**src/rtl/seg_addr_pkg.sv**
```systemverilog
package seg_addr_pkg;
  typedef enum logic [2:0] {
    ACC_FETCH  = 3'd0,
    ACC_STACK  = 3'd1,
    ACC_FRAME  = 3'd2,
    ACC_DATA   = 3'd3,
    ACC_STRDST = 3'd4
  } acc_kind_e;

  typedef enum logic [1:0] {
    SEG_EXTRA = 2'd0,
    SEG_CODE  = 2'd1,
    SEG_STACK = 2'd2,
    SEG_DATA  = 2'd3
  } seg_id_e;

  localparam int NUM_SEGS  = 4;
  localparam int SEG_ID_W  = 2;
  localparam int ACC_W     = 3;
endpackage

```
**src/rtl/seg_select.sv**
```systemverilog
module seg_select
  import seg_addr_pkg::*;
#(
  parameter int SEG_W = 16
) (
  input  logic [SEG_W-1:0]    seg_bank [NUM_SEGS],
  input  logic [ACC_W-1:0]    acc_kind,
  input  logic                ovr_en,
  input  logic [SEG_ID_W-1:0] ovr_sel,
  output logic [SEG_W-1:0]    seg_out
);
  seg_id_e dflt_id;
  seg_id_e eff_id;

  always_comb begin
    case (acc_kind)
      ACC_FETCH:  dflt_id = SEG_CODE;
      ACC_STACK,
      ACC_FRAME:  dflt_id = SEG_STACK;
      ACC_STRDST: dflt_id = SEG_EXTRA;
      default:    dflt_id = SEG_DATA;
    endcase
  end

  always_comb begin
    if (ovr_en && (acc_kind != ACC_STRDST)) eff_id = seg_id_e'(ovr_sel);
    else                                    eff_id = dflt_id;
  end

  assign seg_out = seg_bank[eff_id];
endmodule

```
**src/rtl/addr_sum.sv**
```systemverilog
module addr_sum #(
  parameter int SEG_W = 16,
  parameter int OFS_W = 16,
  parameter int SHIFT = 4,
  parameter int PA_W  = 20
) (
  input  logic [SEG_W-1:0] seg,
  input  logic [OFS_W-1:0] ofs,
  output logic [PA_W-1:0]  addr
);
  localparam int BASE_W = SEG_W + SHIFT;

  logic [BASE_W-1:0] base_full;
  logic [PA_W-1:0]   base_w;
  logic [PA_W-1:0]   ofs_w;

  assign base_full = {seg, {SHIFT{1'b0}}};
  assign base_w    = PA_W'(base_full);
  assign ofs_w     = PA_W'(ofs);
  assign addr      = base_w + ofs_w;
endmodule

```
**src/rtl/out_stage.sv**
```systemverilog
module out_stage #(
  parameter int W = 20
) (
  input  logic         clk,
  input  logic         rst_n,
  input  logic         in_valid,
  output logic         in_ready,
  input  logic [W-1:0] in_data,
  output logic         out_valid,
  input  logic         out_ready,
  output logic [W-1:0] out_data
);
  logic         valid_q;
  logic [W-1:0] data_q;

  assign in_ready = !valid_q || out_ready;

  always_ff @(posedge clk) begin
    if (!rst_n) begin
      valid_q <= 1'b0;
      data_q  <= '0;
    end else if (in_ready) begin
      valid_q <= in_valid;
      if (in_valid) data_q <= in_data;
    end
  end

  assign out_valid = valid_q;
  assign out_data  = data_q;
endmodule

```
**src/rtl/seg_addr_gen.sv**
```systemverilog
module seg_addr_gen
  import seg_addr_pkg::*;
#(
  parameter int SEG_W = 16,
  parameter int OFS_W = 16,
  parameter int SHIFT = 4,
  parameter int PA_W  = 20
) (
  input  logic                clk,
  input  logic                rst_n,
  input  logic                in_valid,
  output logic                in_ready,
  input  logic [ACC_W-1:0]    acc_kind,
  input  logic                ovr_en,
  input  logic [SEG_ID_W-1:0] ovr_sel,
  input  logic [SEG_W-1:0]    code_seg,
  input  logic [SEG_W-1:0]    data_seg,
  input  logic [SEG_W-1:0]    extra_seg,
  input  logic [SEG_W-1:0]    stack_seg,
  input  logic [OFS_W-1:0]    offset,
  output logic                out_valid,
  input  logic                out_ready,
  output logic [PA_W-1:0]     phys_addr
);
  logic [SEG_W-1:0] bank [NUM_SEGS];
  logic [SEG_W-1:0] chosen_seg;
  logic [PA_W-1:0]  sum_addr;

  assign bank[SEG_EXTRA] = extra_seg;
  assign bank[SEG_CODE]  = code_seg;
  assign bank[SEG_STACK] = stack_seg;
  assign bank[SEG_DATA]  = data_seg;

  seg_select #(.SEG_W(SEG_W)) u_sel (
    .seg_bank (bank),
    .acc_kind (acc_kind),
    .ovr_en   (ovr_en),
    .ovr_sel  (ovr_sel),
    .seg_out  (chosen_seg)
  );

  addr_sum #(.SEG_W(SEG_W), .OFS_W(OFS_W), .SHIFT(SHIFT), .PA_W(PA_W)) u_sum (
    .seg  (chosen_seg),
    .ofs  (offset),
    .addr (sum_addr)
  );

  out_stage #(.W(PA_W)) u_out (
    .clk       (clk),
    .rst_n     (rst_n),
    .in_valid  (in_valid),
    .in_ready  (in_ready),
    .in_data   (sum_addr),
    .out_valid (out_valid),
    .out_ready (out_ready),
    .out_data  (phys_addr)
  );
endmodule

```
**config.mk**
```make
export PLATFORM = sky130hd
export DESIGN_NAME = seg_addr_gen
export DESIGN_NICKNAME = d
export VERILOG_FILES = /design/src/rtl/seg_addr_pkg.sv /design/src/rtl/seg_select.sv /design/src/rtl/addr_sum.sv /design/src/rtl/out_stage.sv /design/src/rtl/seg_addr_gen.sv
export SDC_FILE = /design/constraint.sdc
export NUM_CORES = 1
export LEC_CHECK = 0
export CAP_MARGIN = 15
export CORE_ASPECT_RATIO = 1.5
export CORE_MARGIN = 5
export CORE_UTILIZATION = 45
export CTS_CLUSTER_DIAMETER = 120
export DETAILED_ROUTE_END_ITERATION = 8
export DONT_BUFFER_PORTS = 1
export GPL_TIMING_DRIVEN = 0
export SYNTH_ARGS = -nofsm -noshare
export SYNTH_HDL_FRONTEND = slang
export SYNTH_SLANG_ARGS = --single-unit
```
**constraint.sdc**
```tcl
create_clock -name clk -period 4.6 [get_ports clk]
set_clock_uncertainty 0.1 [all_clocks]
set_input_delay 0.46 -clock clk [delete_from_list [all_inputs] [get_ports clk]]
set_output_delay 0.46 -clock clk [all_outputs]
set_load 0.02 [all_outputs]
```
Word level (Yosys, flattened, before mapping)
Index checks and enable logic that the tools add are counted.
{"block": "totals", "reg_bits": 21, "in_bits": 90}
{"block": "classes", "addsub": 1, "n_lt_le_gt_ge": 1, "n_eq_ne": 4, "muxes": 5, "n_bitwise": 1, "n_reduce_logical": 6}
{"operator": "$bmux 16 s2", "count": 1}
{"operator": "$mux 16", "count": 2}
{"operator": "$add 20x16->20", "count": 1}
{"operator": "$pmux 2 s3", "count": 1}
{"operator": "$eq 3x1->1 const B", "count": 1}
{"operator": "$eq 3x2->1 const B", "count": 1}
{"operator": "$eq 3x3->1 const B", "count": 1}
{"operator": "$ge 3x3->1 const B", "count": 1}
{"operator": "$logic_not 3->1", "count": 1}
{"operator": "$ne 3x3->1 const B", "count": 1}
{"operator": "$not 2->3", "count": 1}
{"operator": "$mux 2", "count": 1}
{"operator": "$reduce_and 2->1", "count": 1}
{"operator": "$reduce_or 2->1", "count": 1}
{"operator": "$logic_and 1x1->1", "count": 1}
{"operator": "$logic_not 1->1", "count": 1}
{"operator": "$logic_or 1x1->1", "count": 1}

Depth between registers and ports, before layout
Gate-level depths: netlist of the first run.
{"block": "logic_depth", "word_depth": 9, "ltp_mapped": 16}

Modules after synthesis
From an unflattened synthesis of the first run, not the netlist that was laid out.
{"block": "unflattened", "hier_cells": 308, "area_unflattened_um2": 2439.8}
{"mod": "out_stage", "n_inst": 1, "cells_each": 92, "area_per_inst_um2": 850.8, "seq_area_each_um2": 420.4}
{"mod": "addr_sum", "n_inst": 1, "cells_each": 108, "area_per_inst_um2": 820.8, "seq_area_each_um2": 0.0}
{"mod": "seg_select", "n_inst": 1, "cells_each": 108, "area_per_inst_um2": 768.2, "seq_area_each_um2": 0.0}

Least setup slack after synthesis of the first run
No wires, ideal clock.
{"block": "synth_path", "path_kind": "input to register", "start": "in ovr_en", "end": "reg u_out.data_q[16], in the netlist u_out.out_data[16]", "arrival_time_ns": 3.399, "setup_slack_ns": 0.986, "path_stages": 16, "n_path_buf": 3, "cell_sequence": "nor2b_1 -> o32a_1 -> buf_6 -> buf_2 -> buf_2 -> a211oi_1 -> a21oi_1 -> ha_1 -> fa_1 -> a211oi_1 -> o211ai_1 -> a311oi_1 -> o21bai_1 -> xnor2_1 -> o21ai_1 -> and2_1"}
{"block": "synth_between", "elab_chain_len": 7}
{"item": "start: declaration", "line_no": "seg_addr_gen.sv:14", "text": "input logic ovr_en,"}
{"item": "$logic_and 1x1->1", "line_no": "seg_select.sv:26", "text": "if (ovr_en && (acc_kind != ACC_STRDST)) eff_id = seg_id_e'(ovr_sel);"}
{"item": "$mux 2", "line_no": "seg_select.sv:26"}
{"item": "$not 2->3 (implied by the code)", "line_no": "seg_select.sv:30", "text": "assign seg_out = seg_bank[eff_id];"}
{"item": "$bmux 16 s2", "line_no": "seg_select.sv:30"}
{"item": "$mux 16 (implied by the code) (2 in series)", "line_no": "seg_select.sv:30"}
{"item": "$add 20x16->20", "line_no": "addr_sum.sv:20", "text": "assign addr = base_w + ofs_w;"}
{"item": "end signal: assignment", "line_no": "out_stage.sv:24", "text": "if (in_valid) data_q <= in_data;"}
{"item": "end: declaration", "line_no": "out_stage.sv:14", "text": "logic [W-1:0] data_q;"}
Every way passes these cells. The select of a mux whose other input is x is not followed.
A chain may end at the register's enable or synchronous reset.

Worst setup path after layout of the first run
Ends and elaborated chain as after synthesis.

==> results by group, run 1 <==
Finish
  – Fraction of layout instances using a drive strength above 1: 0.0533
  – Area Growth Syn to Fin: 5.37%
  – Antenna diodes: 0
  – Nets: ~350
  – Commonest non-fill, non-tap cell in the layout: nand2_1
  – Fill cells: between 400 and 500
  – Finished Layout Cells: 290
  – Post-route cell area: approximately 2000 um^2
  – Commonest non-fill, non-tap cells in the layout: nand2_1 (29), a21oi_1 (24), mux2i_1 (21), dfxtp_1 (21)

Power
  – Maximum vdd drop: about 0.26 mV
  – P_int: about 390 uW
  – P_leak: 0.000822 uW
  – Flop pwr share: 0.389
  – Switching Share: 0.386
  – Combinational share of power: 0.426
  – Clock power frac: 0.185
  – Net Switching: ~240 uW
  – Pwr per Cell Area: roughly 310 nW/um^2

Timing
  – Endpoints failing setup: 0
  – Worst Setup Slack, final: just over 0.8 ns
  – Max-slew violation count: 0
  – Worst slew pin tran: approximately 0.45 ns
  – Minimum clock period: ~3.8 ns
  – Final period utilization: 0.820
  – Setup_tns: 0 ns
  – Hold Slack: 0.240 ns
  – RSZ-0062 raised after global routing: no
  – Max-slew headroom: 0.700
  – Max Clk Rate: 265 MHz
  – Hold Vio Cnt, Final: 0

Clock network
  – H-Tree Depth: 1
  – Max clock buf depth: 2
  – Clock Latency Late Sink: around 0.25 ns
  – Clk slew on worst S/H paths: roughly 0.070 ns
  – Post-CTS setup buffer count: 0
  – CTS resizes: 0
  – Cts bufs inserted: 3
  – CTS sink count: 21
  – Number of hold buffers added after cts: 0
  – CTS tree: done
  – Root buffer cell: clkbuf_8

Worst hold path
  – Worst hold path class: in2reg
  – HP Start: in_valid

Detailed routing
  – DR vias/cell: 5.78
  – Final ANT Viol Nets: 0
  – DRC errors left: 0
  – WL/cell: between 15 and 20 um
  – WL final: ~4700 um
  – Vias: ~1700
  – DRT Pass-1 Iters: 4
  – DRC marker count from the first detailed-route iteration: 46

Floorplanning
  – Std-Cell Rows: 29
  – Die Span X: 63.2 um
  – Initial Util: 0.458
  – Total core area: roughly 4200 um^2
  – IO Pins: approximately 110
  – Die Ht: 89.8 um
  – Die area: 5680 um^2

Worst setup path
  – Critical path's slowest cell: fa_1
  – Crit path from: ovr_en
  – CP arrival: ~3.8 ns
  – RR Startpoint: u_out.out_valid$_SDFFE_PN0N_
  – Buf/Inv on CP: 3
  – CP Capture Type: flop
  – Startpoint Class: primary input
  – CP required: between 4 and 5 ns
  – CP Class: in2reg
  – Top delay family on crit path: compound AO/OA/AOI/OAI gates
  – Crit-path max FO: 10
  – Slowest stage delay, CP: roughly 0.43 ns
  – CP Cell Sequence: nor2b_1 -> o32a_1 -> buf_6 -> buf_2 -> buf_2 -> a211oi_1 -> a21oi_1 -> ha_1 -> fa_1 -> a211oi_1 -> o211ai_1 -> a311oi_1 -> o21bai_1 -> xnor2_1 -> o21ai_1 -> and2_1

Place
  – RePlAce Congestion: between 0.7 and 0.8
  – Detailed Place HPWL: between 4000 and 5000 um
  – PortBufs: 0
  – Place WS: a little under 0.6 ns
  – Placed Instances: between 200 and 300
  – Post-DP Area: slightly below 2000 um^2

GRT
  – Largest net degree at the start of global routing: 12
  – First-pass GRT wire length: approximately 8000 um
  – Total GRT Usage: 0.162
  – Vias in the first global route: between 1500 and 2000
  – Initial antenna violation count: 0
  – Total gr overflow: 0

Logic synthesis
  – Async SR Flop Fraction: 0
  – Post-synth EDFFs: 0
  – Yosys top cell by area: dfxtp_1
  – Netlist cell types: 39
  – Post-Syn Nets: 344
  – Seq cells post-synth: 21
  – Predominant post-synthesis flop cell: dfxtp_1
  – Area contributors post-synth: dfxtp_1 (22%), mux2i_1 (11%), ha_1 (8.5%)
  – Register area share after synthesis: 0.220
  – YS warnings: 0
  – Post-synth top area share: 0.220
  – Synth Instances: 240
  – Synth Area per Inst: 7.97 um^2
  – Syn Std Cell Area: between 1500 and 2000 um^2

Outcome
  – Status: completed

Job
  – Max_cap viols: 0
## power groups by stage
stage          registers (uW)  clock network [uW]  logic, uW
2_1_floorplan             245                   0        224
3_3_place_gp              250                   0        266
3_5_place_dp              250                   0        269
4_1_cts                   246                 121        271
5_1_grt                   248                 131        309
6_report                  245                 117        268
## routing by layer
layer  GRT usage  vias to the layer above  wire length (um)
li1            -                      875                 -
met4      0.0503                        0                57
met3      0.0524                        4               472
met2       0.287                       75              2360
met1       0.179                      722              1820
met5           0                        -                 0
## worst reg2reg max path, stage by stage (launching register included)
cell	delay [ns]
dfxtp_1	0.38
nand2b_1	0.27
and2_1	0.17
clkbuf_1	0.36
clkbuf_1	0.36
o21ai_0	0.14
a21oi_1	0.13
## cells by family (layout without fill, tap and decap cells)
family,count (synthesis),count (layout),synth area share
AOI/OAI and AO/OA,84,84,0.279
and+or+nand+nor,69,69,0.177
muxes,23,23,0.124
DFF,21,21,0.220
buffers and inverters,17,21,0.0484
adders and majority gates,14,14,0.0956
xor gates and xnor gates,12,12,0.0550
## sequential cells by signal, indices dropped and copies added, names as in the netlist
signal,cells
u_out.out_data,20
u_out.out_valid,1
## cell type report
cell class                      count  area [um^2]  share of cell area
Tap cell                           46         57.6              0.0286
Inverter                            3         11.3             0.00559
Buffer                             14         81.3              0.0404
Multi-Input combinational cell    202         1400               0.694
Sequential cell                    21          420               0.209
Clock buffer                        4         45.0              0.0224
## cells in the mapped netlist (2+ instances only)
cell / count
a211oi_1: 18
a21boi_0: 7
a21o_1: 2
a21oi_1: 24
and2_1: 8
buf_2: 2
buf_6: 3
clkbuf_1: 7
dfxtp_1: 21
ha_1: 13
inv_1: 3
mux2i_1: 21
mux2i_2: 2
nand2_1: 29
nand3_1: 2
nor2_1: 8
nor2b_1: 15
nor3_1: 2
o211a_1: 2
o21ai_0: 18
o21ai_1: 4
o21bai_1: 2
xnor2_1: 6
xor2_1: 6
## final timing paths
check,slack (ns),to,depth (start not counted)
worst max-delay path,0.83,u_out.out_data[16]$_SDFFE_PN0P_,16
worst min-delay path,0.24,u_out.out_valid$_SDFFE_PN0N_,2
worst max register to register,2.65,u_out.out_data[18]$_SDFFE_PN0P_,6
worst min register to register,0.46,u_out.out_data[0]$_SDFFE_PN0P_,2
## stage by stage
stage,util,total power [uW]
detailed placement,0.472,520
CTS,0.483,638
floorplan,-,468
global placement,0.472,516
global route,0.483,688
finish,0.483,630
No activity file was read; power rests on OpenSTA's default activity.
==> run 2: changes to the inputs <==
- clock period: 4.6 -> 3.1 ns (I/O delays scaled with it)
==> run 2 against run 1 <==
Global-route usage hardly changed; via count is 2.6% higher; wire length is 3.5% higher; highest routed layer unchanged; hold slack worse by 0.14 ns; total power is 58% higher; die area stayed put; first-iteration DRC count is 59% lower.
==> results by group, run 2 (synthesized netlist as in run 1, its figures left out) <==
Power
  – P_leak: slightly above 0.0009 uW
  – Pwr per Cell Area: roughly 450 nW/um^2
  – Maximum vdd drop: around 0.42 mV

Floorplanning
  – Die area: 5680 um^2
  – Die Span X: around 63 um
  – Initial Util: 0.458
  – IO Pins: 112
  – Total core area: 4170 um^2
  – Std-Cell Rows: 29
  – Die Ht: about 90 um

Finish
  – Commonest non-fill, non-tap cell in the layout: nand2_1
  – Fraction of layout instances using a drive strength above 1: 0.160
  – Util after Layout: 0.531
  – Fill cells: 441
  – Finished Layout Cells: 303
  – Area Growth Syn to Fin: 15.9%
  – Max FFs per register: 20
  – Commonest non-fill, non-tap cells in the layout: nand2_1 (29), a21oi_1 (21), dfxtp_1 (21)
  – Antenna diodes: 0
  – Nets: between 300 and 400

Clock network
  – H-Tree Depth: 1
  – Clock Latency Late Sink: 0.25 ns
  – Number of hold buffers added after cts: 0
  – Clk slew on worst S/H paths: approximately 0.070 ns
  – CTS sink count: 21
  – Root buffer cell: clkbuf_8
  – Cts bufs inserted: 3
  – Max clock buf depth: 2
  – CTS tree: done

GRT
  – Initial antenna violation count: 0
  – Total gr overflow: 0
  – First-pass GRT wire length: 7730 um
  – Total GRT Usage: 0.161
  – Largest net degree at the start of global routing: 12
  – Vias in the first global route: 1742

Worst setup path
  – Worst r2r dst: u_out.out_data[11]$_SDFFE_PN0P_
  – CP arrival: just over 3 ns
  – CP Capture Type: flop
  – CP required: approximately 3.2 ns
  – CP Class: in2reg
  – RR Startpoint: u_out.out_valid$_SDFFE_PN0N_
  – Reg2Reg Depth: 6
  – Crit-path max FO: 7
  – Setup slack, reg-to-reg: between 1 and 1.5 ns
  – Startpoint Class: primary input

Worst hold path
  – WHS Path Cells: 2
  – HP Start: in_valid
  – Worst Hold End: u_out.out_valid$_SDFFE_PN0N_
  – Worst hold path class: in2reg

Timing
  – Endpoints failing setup: 0
  – Minimum clock period: roughly 3.0 ns
  – Setup_tns: 0 ns
  – Max-slew violation count: 0
  – Hold Vio Cnt, Final: 0
  – Worst slew pin tran: 0.422 ns
  – Max-slew headroom: 0.719
  – Final period utilization: 0.983
  – Hold Slack: between 0.09 and 0.1 ns
  – Worst Setup Slack, final: 0.0521 ns
  – RSZ-0062 raised after global routing: yes
  – Max Clk Rate: roughly 330 MHz

Detailed routing
  – DR vias/cell: around 5.7
  – Vias: between 1500 and 2000
  – WL final: roughly 4900 um
  – DRC errors left: 0
  – DRT Pass-1 Iters: 2
  – WL/cell: ~16 um
  – Final ANT Viol Nets: 0
  – DRC marker count from the first detailed-route iteration: 19

Job
  – Max_cap viols: 0

Place
  – RePlAce Congestion: 0.770
  – PortBufs: 0
  – Place WS: -0.503 ns
  – Placed Instances: approximately 290
  – Detailed Place HPWL: approximately 4000 um

Outcome
  – Status: completed
## run 2: cell count changes in the layout (fill, tap and decap cells not counted), sizes merged
cell,delta
buf,+13
## run 2: how the worst max path moves through the flow
stage                           start                               to  slack (ns)  cells past startpoint
final                          ovr_en  u_out.out_data[16]$_SDFFE_PN0P_        0.05                     15
after global routing           ovr_en  u_out.out_data[16]$_SDFFE_PN0P_       -0.04                     15
after CTS                      ovr_en  u_out.out_data[16]$_SDFFE_PN0P_       -0.08                     16
after detailed placement  acc_kind[2]  u_out.out_data[16]$_SDFFE_PN0P_       -0.50                     15
after global placement    acc_kind[2]  u_out.out_data[16]$_SDFFE_PN0P_       -0.47                     15
after floorplan                ovr_en  u_out.out_data[16]$_SDFFE_PN0P_       -0.12                     16
## run 2: worst max-delay path: stages
cell and delay [ns]:
nor2b_4 0.10, o32a_1 0.35, buf_12 0.16, buf_12 0.12, mux2i_2 0.18, a21oi_2 0.08, ha_2 0.19, fa_2 0.35
a211oi_2 0.28, o211ai_1 0.17, a311oi_1 0.26, o21bai_1 0.14, xnor2_1 0.17, o21ai_1 0.07, and2_1 0.16
## run 2: per-layer routing
metal / routed length (um) / global-route usage / part of all wire
met1: 1850 / 0.175 / 0.38
met2: 2550 / 0.302 / 0.52
met3: 422 / 0.0374 / 0.087
met4: 59 / 0.0468 / 0.012
met5: 0 / 0 / 0
## run 2: stage by stage
| step | power [uW] | instance area, um^2 |
|---|---|---|
| global route | 1080 | 2220 |
| CTS | 979 | 2140 |
| finish | 997 | 2220 |
| floorplan | 708 | 1950 |
| global placement | 781 | 2010 |
| detailed placement | 787 | 2010 |
## run 2: repair_timing
item,4_1_cts,5_1_grt
gates resized for setup,7,12
pin swaps,11,17
setup endpoints to repair,6,10
buffers inserted,8,7
## run 2: final cells by class
cell class	count	area, um^2	share of cell area
multi-input combinational	202	1460	0.660
clock buffer	4	45.0	0.0203
sequential	21	420	0.190
tap	46	57.6	0.0260
timing repair buffer	15	116	0.0525
buffer	12	104	0.0469
inverter	3	11.3	0.00508
## run 2: power breakdown
group | internal, uW | leakage (uW) | switching, uW
clock | 91.1 | 0.0000228 | 74.9
combinational | 225 | 0.000718 | 243
sequential | 303 | 0.000173 | 60.2
total | 619 | 0.000914 | 378
==> run 3: changes to the inputs <==
- BUFFER_PORTS_ARGS: default -> -buffer_cell sky130_fd_sc_hd__buf_2
- CORE_UTILIZATION: 45 -> 40
- DONT_BUFFER_PORTS: 1 -> default
- GPL_ROUTABILITY_DRIVEN: default -> 1
- PLACE_DENSITY: default -> 0.77
==> run 3 against run 2 <==
The flow now finishes with violations (negative setup slack); via count is 25% higher; setup slack worse by 0.095 ns; total power is 11% higher; hold slack better by 0.097 ns; clock power is 6% higher; cell count is 44% higher; combinational power is 31% higher; utilization is 8.7 points higher; die area is 11% higher; largest power group unchanged.
==> results by group, run 3 (synthesized netlist as in run 1, its figures left out) <==
Worst setup path
  – CP Capture Type: flop
  – CP Class: in2reg
  – Critical path's slowest cell: fa_2
  – Top delay family on crit path: compound AO/OA/AOI/OAI gates
  – Crit-path max FO: 5
  – CP required: between 3 and 4 ns
  – Slowest stage delay, CP: about 0.37 ns
  – Startpoint Class: primary input
  – CP arrival: around 3.2 ns
  – Buf/Inv on CP: 3
  – CP Cell Sequence: buf_6 -> nor2b_4 -> o32a_1 -> buf_12 -> buf_8 -> a211oi_2 -> a21oi_1 -> ha_2 -> fa_2 -> a211oi_4 -> o211ai_1 -> a311oi_2 -> o21bai_2 -> xnor2_1 -> o21ai_1 -> and2_1

Detailed routing
  – Vias: approximately 2200
  – DRC marker count from the first detailed-route iteration: 86
  – DR vias/cell: 4.95
  – WL/cell: ~13 um
  – DRC errors left: 0
  – WL final: 5700 um
  – Final ANT Viol Nets: 0
  – DRT Pass-1 Iters: 4

Floorplanning
  – IO Pins: around 110
  – Std-Cell Rows: 30
  – Total core area: roughly 4600 um^2
  – Initial Util: 0.417
  – Die area: around 6300 um^2
  – Die Span X: about 66 um
  – Die Ht: 94.7 um

Timing
  – Final period utilization: 1.01
  – Max Clk Rate: approximately 320 MHz
  – Worst slew pin tran: between 0.4 and 0.5 ns
  – Hold Vio Cnt, Final: 0
  – Minimum clock period: between 3 and 4 ns
  – Endpoints failing setup: 1
  – Max-slew violation count: 0
  – Setup_tns: -0.0430 ns
  – Max-slew headroom: 0.685
  – Hold Slack: roughly 0.2 ns
  – RSZ-0062 raised after global routing: yes
  – Worst Setup Slack, final: -0.0430 ns

Clock network
  – H-Tree Depth: 1
  – Root buffer cell: clkbuf_8
  – Cts bufs inserted: 3
  – Clock Latency Late Sink: 0.26 ns
  – CTS tree: done
  – CTS sink count: 21
  – Clk slew on worst S/H paths: roughly 0.070 ns
  – Max clock buf depth: 2

Worst hold path
  – Worst hold path class: in2reg

GRT
  – Total GRT Usage: 0.177
  – Largest net degree at the start of global routing: 12
  – Initial antenna violation count: 0
  – First-pass GRT wire length: around 9000 um
  – Total gr overflow: 0
  – Vias in the first global route: about 2100

Outcome
  – Failing checks: negative setup slack
  – Status: finished with violations

Power
  – Final Total Pwr: ~1100 uW
  – P_leak: 0.00140 uW
  – Pwr per Cell Area: between 300 and 400 nW/um^2
  – Maximum vdd drop: 0.174 mV

Place
  – Placed Instances: between 400 and 500
  – Detailed Place HPWL: 4800 um
  – Post-DP Area: 2590 um^2
  – PortBufs: 111
  – RePlAce Congestion: about 0.8

Finish
  – Commonest non-fill, non-tap cell in the layout: buf_2
  – Post-route cell area: 2830 um^2
  – Antenna diodes: 0
  – Commonest non-fill, non-tap cells in the layout: buf_2 (110), nand2_1 (29), mux2i_1 (21), a21oi_1 (21), dfxtp_1 (21)
  – Area Growth Syn to Fin: 48.0%
  – Fraction of layout instances using a drive strength above 1: 0.420
  – Nets: 476
  – Finished Layout Cells: 435
  – Max FFs per register: 20

Job
  – Max_cap viols: 0
-- run 3: worst paths after layout --
kind                                  startpoint  cells after the start  slack (ns)                               to
setup / recovery                          ovr_en                     16       -0.04  u_out.out_data[16]$_SDFFE_PN0P_
hold reg to reg   u_out.out_data[1]$_SDFFE_PN0P_                      2        0.36   u_out.out_data[1]$_SDFFE_PN0P_
hold / removal                         offset[3]                      3        0.20   u_out.out_data[3]$_SDFFE_PN0P_
setup reg to reg    u_out.out_valid$_SDFFE_PN0N_                      6        1.37  u_out.out_data[19]$_SDFFE_PN0P_
-- run 3: per-stage QoR --
step	util	setup slack, ns
2_1_floorplan	-	-0.121
3_5_place_dp	0.565	-0.626
4_1_cts	0.597	-0.242
3_3_place_gp	0.565	-0.571
5_1_grt	0.618	-0.251
6_report	0.618	-0.0430
-- run 3: where the power goes --
group / internal, uW / switching, uW / leakage (uW)
logic: 298 / 316 / 0.00120
registers: 302 / 15.1 / 0.000173
clock network: 91.5 / 84.5 / 0.0000228
total: 692 / 415 / 0.00140
-- run 3: repair_timing --
action,in CTS,in global routing
pin swaps,12,13
gates resized for setup,8,14
setup endpoints to repair,8,11
setup buffers,9,9
hold buffers,0,0
-- run 3: per-layer routing --
layer / up-vias / part of all wire / GRT usage
met5: - / 0 / 0
met4: 0 / 0.0075 / 0.0475
met3: 4 / 0.053 / 0.0179
met2: 65 / 0.56 / 0.351
met1: 960 / 0.38 / 0.191
li1: 1126 / - / -
-- run 3: tightest hold or removal path: stages --
cell	delay [ns]
buf_2	0.09
nand2_1	0.04
a21boi_0	0.06
-- run 3: final cells by class --
cell class | count | area (um^2)
Fill cell | 452 | 1750
Multi-Input combinational cell | 202 | 1470
Timing Repair Buffer | 129 | 701
Sequential cell | 21 | 420
Buffer | 12 | 104
Tap cell | 64 | 80.1
Clock buffer | 4 | 45.0
Inverter | 3 | 11.3
